===== src/rtl/sar_redund_pkg.sv =====
package sar_redund_pkg;
  localparam int unsigned SAR_NOUT    = 12;
  localparam int unsigned SAR_NSTEP   = 13;
  localparam int unsigned SAR_NCOARSE = 5;
  localparam int unsigned SAR_AW      = SAR_NOUT + 2;

  // index 0 = first decision; each weight <= 1 + sum of later weights
  localparam logic [SAR_NSTEP-1:0][SAR_AW-1:0] SAR_W_DEF = {
    14'd1,   14'd2,   14'd4,   14'd8,   14'd16,  14'd28,  14'd52,
    14'd96,  14'd170, 14'd310, 14'd560, 14'd1000, 14'd1850
  };

  typedef enum logic {ST_IDLE, ST_CONV} sar_st_e;
endpackage


===== src/rtl/sar_seq.sv =====
module sar_seq
  import sar_redund_pkg::*;
#(
  parameter int unsigned NSTEP   = SAR_NSTEP,
  parameter int unsigned NCOARSE = SAR_NCOARSE,   // must be >= 2
  localparam int unsigned SW     = $clog2(NSTEP)
) (
  input  logic          clk_i,
  input  logic          rst_ni,
  input  logic          start_i,
  input  logic          valid_i,
  output logic          busy_o,
  output logic          start_o,
  output logic          fire_o,
  output logic          last_o,
  output logic [SW-1:0] step_o,
  output logic          sel_o,
  output logic          fine_en_o
);
  sar_st_e       state_q;
  logic [SW-1:0] step_q;
  logic          fine_q;

  assign busy_o    = (state_q == ST_CONV);
  assign start_o   = start_i && (state_q == ST_IDLE);
  assign fire_o    = valid_i && busy_o;
  assign last_o    = fire_o && (step_q == SW'(NSTEP - 1));
  assign step_o    = step_q;
  assign sel_o     = (step_q >= SW'(NCOARSE));
  assign fine_en_o = fine_q;

  always_ff @(posedge clk_i or negedge rst_ni) begin
    if (!rst_ni) begin
      state_q <= ST_IDLE;
      step_q  <= '0;
      fine_q  <= 1'b0;
    end else begin
      if (start_o) begin
        state_q <= ST_CONV;
        step_q  <= '0;
      end else if (fire_o) begin
        if (last_o) begin
          state_q <= ST_IDLE;
          step_q  <= '0;
        end else begin
          step_q <= step_q + 1'b1;
        end
      end
      // power up one step ahead of the first fine decision
      if (fire_o && step_q == SW'(NCOARSE - 2)) fine_q <= 1'b1;
      else if (last_o)                          fine_q <= 1'b0;
    end
  end

  a_r5_fine_ahead: assert property (@(posedge clk_i) disable iff (!rst_ni)
    (state_q == ST_CONV && step_q == SW'(NCOARSE)) |-> (fine_q && $past(fine_q)));

  a_r5_idle_off: assert property (@(posedge clk_i) disable iff (!rst_ni)
    (state_q == ST_IDLE) |-> !fine_q);

  a_r9_start_ignored: assert property (@(posedge clk_i) disable iff (!rst_ni)
    (state_q == ST_CONV && start_i && !valid_i) |=> (state_q == ST_CONV && $stable(step_q)));
endmodule


===== src/rtl/sar_code.sv =====
module sar_code
  import sar_redund_pkg::*;
#(
  parameter int unsigned NSTEP  = SAR_NSTEP,
  parameter int unsigned NOUT   = SAR_NOUT,
  parameter int unsigned AW     = SAR_AW,
  parameter int unsigned OFFSET = 2,
  parameter logic [NSTEP-1:0][AW-1:0] WEIGHTS = SAR_W_DEF,
  localparam int unsigned SW    = $clog2(NSTEP),
  localparam int unsigned MAXC  = (1 << NOUT) - 1
) (
  input  logic             clk_i,
  input  logic             rst_ni,
  input  logic             busy_i,
  input  logic             start_i,
  input  logic             fire_i,
  input  logic             last_i,
  input  logic [SW-1:0]    step_i,
  input  logic             dec_i,
  output logic [NSTEP-1:0] dac_o,
  output logic [NOUT-1:0]  result_o,
  output logic             done_o
);
  logic [NSTEP-1:0] bits_q;
  logic [AW-1:0]    acc_q, acc_n, sub;
  logic [NOUT-1:0]  res_n, res_q;
  logic             done_q;

  assign dac_o = bits_q | (busy_i ? (NSTEP'(1) << step_i) : '0);

  // decision feeds the sum directly, no capture register in between
  assign acc_n = acc_q + (dec_i ? WEIGHTS[step_i] : '0);
  assign sub   = acc_n - AW'(OFFSET);

  always_comb begin
    if (acc_n < AW'(OFFSET))  res_n = '0;
    else if (sub > AW'(MAXC)) res_n = NOUT'(MAXC);
    else                      res_n = sub[NOUT-1:0];
  end

  always_ff @(posedge clk_i or negedge rst_ni) begin
    if (!rst_ni) begin
      bits_q <= '0;
      acc_q  <= '0;
      res_q  <= '0;
      done_q <= 1'b0;
    end else begin
      done_q <= last_i;
      if (start_i) begin
        bits_q <= '0;
        acc_q  <= '0;
      end else if (fire_i) begin
        bits_q[step_i] <= dec_i;
        acc_q          <= acc_n;
      end
      if (last_i) res_q <= res_n;
    end
  end

  assign result_o = res_q;
  assign done_o   = done_q;

  a_r6_done_pulse: assert property (@(posedge clk_i) disable iff (!rst_ni)
    done_q |=> !done_q);

  a_r3_upper_clear: assert property (@(posedge clk_i) disable iff (!rst_ni)
    busy_i |-> ((bits_q >> step_i) == '0));
endmodule


===== src/rtl/sar_redund_ctrl.sv =====
module sar_redund_ctrl
  import sar_redund_pkg::*;
#(
  parameter int unsigned NOUT    = SAR_NOUT,
  parameter int unsigned NSTEP   = SAR_NSTEP,
  parameter int unsigned NCOARSE = SAR_NCOARSE,
  parameter int unsigned OFFSET  = 2,
  parameter logic [NSTEP-1:0][NOUT+1:0] WEIGHTS = SAR_W_DEF,
  localparam int unsigned AW     = NOUT + 2,
  localparam int unsigned SW     = $clog2(NSTEP)
) (
  input  logic             clk_i,
  input  logic             rst_ni,
  input  logic             start_i,
  input  logic             cmp_valid_i,
  input  logic             cmp_dec_i,
  output logic             cmp_ready_o,
  output logic             cmp_sel_o,
  output logic             fine_en_o,
  output logic [NSTEP-1:0] dac_o,
  output logic [NOUT-1:0]  result_o,
  output logic             done_o
);
  logic          busy, start_acc, fire, last;
  logic [SW-1:0] step;

  sar_seq #(.NSTEP(NSTEP), .NCOARSE(NCOARSE)) u_seq (
    .clk_i     (clk_i),
    .rst_ni    (rst_ni),
    .start_i   (start_i),
    .valid_i   (cmp_valid_i),
    .busy_o    (busy),
    .start_o   (start_acc),
    .fire_o    (fire),
    .last_o    (last),
    .step_o    (step),
    .sel_o     (cmp_sel_o),
    .fine_en_o (fine_en_o)
  );

  sar_code #(.NSTEP(NSTEP), .NOUT(NOUT), .AW(AW), .OFFSET(OFFSET), .WEIGHTS(WEIGHTS)) u_code (
    .clk_i    (clk_i),
    .rst_ni   (rst_ni),
    .busy_i   (busy),
    .start_i  (start_acc),
    .fire_i   (fire),
    .last_i   (last),
    .step_i   (step),
    .dec_i    (cmp_dec_i),
    .dac_o    (dac_o),
    .result_o (result_o),
    .done_o   (done_o)
  );

  assign cmp_ready_o = busy;

  a_r2_ready_hold: assert property (@(posedge clk_i) disable iff (!rst_ni)
    (cmp_ready_o && !cmp_valid_i) |=> (cmp_ready_o && $stable(dac_o)));
endmodule


===== config.mk =====
export PLATFORM = sky130hd
export DESIGN_NAME = sar_redund_ctrl
export DESIGN_NICKNAME = d
export VERILOG_FILES = /design/src/rtl/sar_redund_pkg.sv /design/src/rtl/sar_seq.sv /design/src/rtl/sar_code.sv /design/src/rtl/sar_redund_ctrl.sv
export SDC_FILE = /design/constraint.sdc
export NUM_CORES = 1
export LEC_CHECK = 0
export ABC_CLOCK_PERIOD_IN_PS = 4400
export BUFFER_PORTS_ARGS = -buffer_cell sky130_fd_sc_hd__buf_4
export CAP_MARGIN = 0
export CORE_MARGIN = 4
export CORE_UTILIZATION = 25
export DETAILED_ROUTE_END_ITERATION = 10
export SYNTH_ARGS = -nofsm -noshare
export SYNTH_HDL_FRONTEND = slang
export SYNTH_HIERARCHICAL = 1
export SYNTH_SLANG_ARGS = --single-unit

===== constraint.sdc =====
create_clock -name clk_i -period 4.4 [get_ports clk_i]
set_input_delay 0.88 -clock clk_i [delete_from_list [all_inputs] [get_ports clk_i]]
set_output_delay 0.88 -clock clk_i [all_outputs]
set_load 0.02 [all_outputs]

==> results.json <==
{
  "status": "completed",
  "timing.slew.headroom": 0.367,
  "cts_root_buf": "clkbuf_16",
  "power.leakage_nw": 1.85,
  "clock_latency_ns": 0.29,
  "grt_antenna_before_repair": 0,
  "grt_max_degree": 47,
  "dpl-instance-area_mm2": 0.00381,
  "rsz0062_at_grt": "false",
  "p_sw_frac": 0.482,
  "path_class": "reg2reg",
  "synth_top_cell_area_share": 0.338,
  "p_sw_mw": 1.75,
  "clock.fmax_ghz": 0.245,
  "vias": 2949,
  "synthTopCellsByArea": "dfrtp_1 34%, ha_1 8.1%, nor2_1 6.1%, mux2i_1 5.9%, a31o_2 3.3%",
  "ys_warn_count": 6,
  "clk_path_buf_depth": 2,
  "yosysSeqAreaShare": 0.338,
  "viasPerCell": 4.99,
  "synth_ff_type": "dfrtp_1",
  "cp.required_ns": 4.58,
  "combPwrFrac": 0.665,
  "internal_power_mw": 1.89,
  "ir_drop_v": 0.000329,
  "crit_fanout": 12,
  "antenna_cells": 0,
  "cts.sinks": 46,
  "rows": 42,
  "grt_overflow": 0,
  "cts_buffers": 5,
  "die_area_mm2": 0.0156,
  "nNetsFinal": 442,
  "postSynthAreaPerCell_um2": 8.63,
  "synth_edf_count": 0,
  "finalCriticalPeriod_ns": 4.08,
  "grt_pass1_vias": 2917,
  "clock_power_share": 0.119,
  "cts_tree": "built",
  "ant_nets": 0,
  "synth_nets": 423,
  "coreArea_mm2": 0.0133,
  "hp-class": "reg2reg",
  "die_h_um": 125,
  "post_cts_buffers": 0,
  "start_util": 0.256,
  "cp.arrival_ns": 4.25,
  "finalHoldViolations": 0,
  "syn_area_mm2": 0.00341,
  "ys_types": 62,
  "ioPinCount": 34,
  "grt_pass1_wl_um": 14600,
  "drt-initial-drc-count": 123,
  "post_drt_wl_per_cell_um": 14.4,
  "synth_async_sr_flop_share": 1.00,
  "tns_ns": 0,
  "routabilityCongestion": 0.875,
  "cts.clk_slew.worst_paths_ns": 0.07,
  "startpoint_type": "flop",
  "area_growth_pct": 17.0,
  "drc": 0,
  "seqPwrFrac": 0.216,
  "die_w_um": 125,
  "cts_max_level": 2,
  "drv_slew": 0,
  "cp-end-kind": "flop",
  "setup_viol": 0,
  "hpwl_um": 6270,
  "drive_above_1_share": 0.173,
  "drt_wl_total_um": 8500,
  "maxCapViolations": 0,
  "drtPass1Iterations": 4,
  "numPortBuffers": 33,
  "grt_util_all_layers": 0.111,
  "finalInstanceArea_mm2": 0.00399,
  "fin_crit_sh": 0.927,
  "synth_cells": 395,
  "tightest_slew_ns": 0.948,
  "finalClockSkew_ns": 0.00934,
  "synth-seq-cells": 46,
  "yosysTopAreaCell": "dfrtp_1",
  "power_density_mw_per_mm2": 913
}
worst paths after layout:
| path | depth (start not counted) | startpoint | to | slack [ns] |
|---|---|---|---|---|
| min reg2reg | 2 | u_code/result_o[0]$_DFFE_PN0P_ | u_code/result_o[0]$_DFFE_PN0P_ | 0.50 |
| min | 2 | u_code/result_o[0]$_DFFE_PN0P_ | u_code/result_o[0]$_DFFE_PN0P_ | 0.50 |
| max reg2reg | 14 | u_seq/step_o[0]$_DFFE_PN0P_ | u_code/result_o[9]$_DFFE_PN0P_ | 0.32 |
| max | 14 | u_seq/step_o[0]$_DFFE_PN0P_ | u_code/result_o[9]$_DFFE_PN0P_ | 0.32 |
| min in group asynchronous | 1 | rst_ni | u_code/result_o[9]$_DFFE_PN0P_ | 0.60 |
| max in group asynchronous | 1 | rst_ni | u_code/acc_q[5]$_DFFE_PN0P_ | 3.39 |
Yosys cell counts (5+ instances only):
library cell,instances
nand2b_1,5
xnor2_1,13
o311ai_1,9
and2_1,5
dfrtp_1,46
nor2_1,55
a21oi_1,16
inv_1,15
mux2i_1,20
ha_1,22
nand3_1,19
nor3_1,8
and3_1,6
xor2_1,8
a211oi_1,5
nor2b_1,5
clkbuf_1,18
o21ai_0,16
a31o_2,13
nand2_1,27
buf_2,5
per-stage QoR:
stage	utilization	setup slack [ns]	power, mW	instances	hold WS [ns]
2_1_floorplan	-	0.648	2.52	395	0.491
3_3_place_gp	0.287	0.419	3.14	583	0.476
3_5_place_dp	0.287	0.271	3.19	583	0.496
4_1_cts	0.299	0.243	3.64	591	0.512
5_1_grt	0.300	0.0203	3.98	591	0.541
6_report	0.300	0.322	3.64	591	0.500
area by class of cell:
| class | instances | area, µm² |
|---|---|---|
| flip-flops and latches | 46 | 1150 |
| fillers | 1416 | 9310 |
| multi-input cells | 307 | 2100 |
| clock buffers | 6 | 129 |
| repair buffers | 39 | 293 |
| clock inverters | 2 | 37.5 |
| well taps | 176 | 220 |
| inverters | 15 | 56.3 |
per-layer routing:
layer  track usage  vias to the layer above  wire length (µm)
li1              -                     1452                 -
met1         0.159                     1416              4200
met2         0.172                       71              3750
met3        0.0227                       10               433
met4        0.0239                        0               104
met5             0                        -                 0
power by group through the flow:
stage               logic, mW  clock network [mW]  registers [mW]
global route             2.69               0.468           0.823
global placement         2.36                   0           0.781
CTS                      2.40               0.447           0.792
finish                   2.42               0.433           0.787
detailed placement       2.39                   0           0.797
floorplan                1.70                   0           0.822
cells in the final DEF, fill, tap and decap left out, types with 8 or more instances in the layout:
master	n
o21ai_0	16
inv_1	15
buf_4	39
ha_1	22
xnor2_1	12
dfrtp_1	46
a31o_2	13
nand3_1	19
o311ai_1	9
a21oi_1	16
mux2i_1	20
nor2_1	55
nor3_1	8
nand2_1	27
xor2_1	8
sequential cells by signal (all words and copies together) (netlist names):
name             count
u_seq/step_o         4
u_code/bits_q       13
u_seq/fine_en_o      1
u_code/result_o     12
u_seq/busy_o         1
u_code/acc_q        14
u_code/done_o        1
what timing repair did:
action | CTS | global route
hold buffers | 0 | 0
endpoints found under the setup margin | 0 | 12
resized for setup | 0 | 4
critical path, stage by stage (launching register included):
cell and delay, ns:
dfrtp_1 0.53, inv_1 0.15, ha_1 0.36, nand2_1 0.14, o21ai_0 0.09, o211a_1 0.26
fa_1 0.47, a211oi_2 0.29, o21ai_1 0.15, or4b_1 0.50, o211ai_2 0.15, nor2_2 0.10
and3_1 0.20, a221o_2 0.46, o311ai_0 0.13
kinds of logic (layout without fill, tap and decap cells):
family | Yosys count | after routing | share of synthesized area
AO/OA/AOI/OAI | 93 | 93 | 0.201
XOR/XNOR | 21 | 21 | 0.0540
adder cells (fa/ha/maj) | 23 | 23 | 0.0866
buffers and inverters | 42 | 62 | 0.0492
flip-flops | 46 | 46 | 0.338
multiplexers | 21 | 21 | 0.0620
AND/OR/NAND/NOR | 149 | 149 | 0.209
Note: power is estimated with default switching activity, not from simulation.
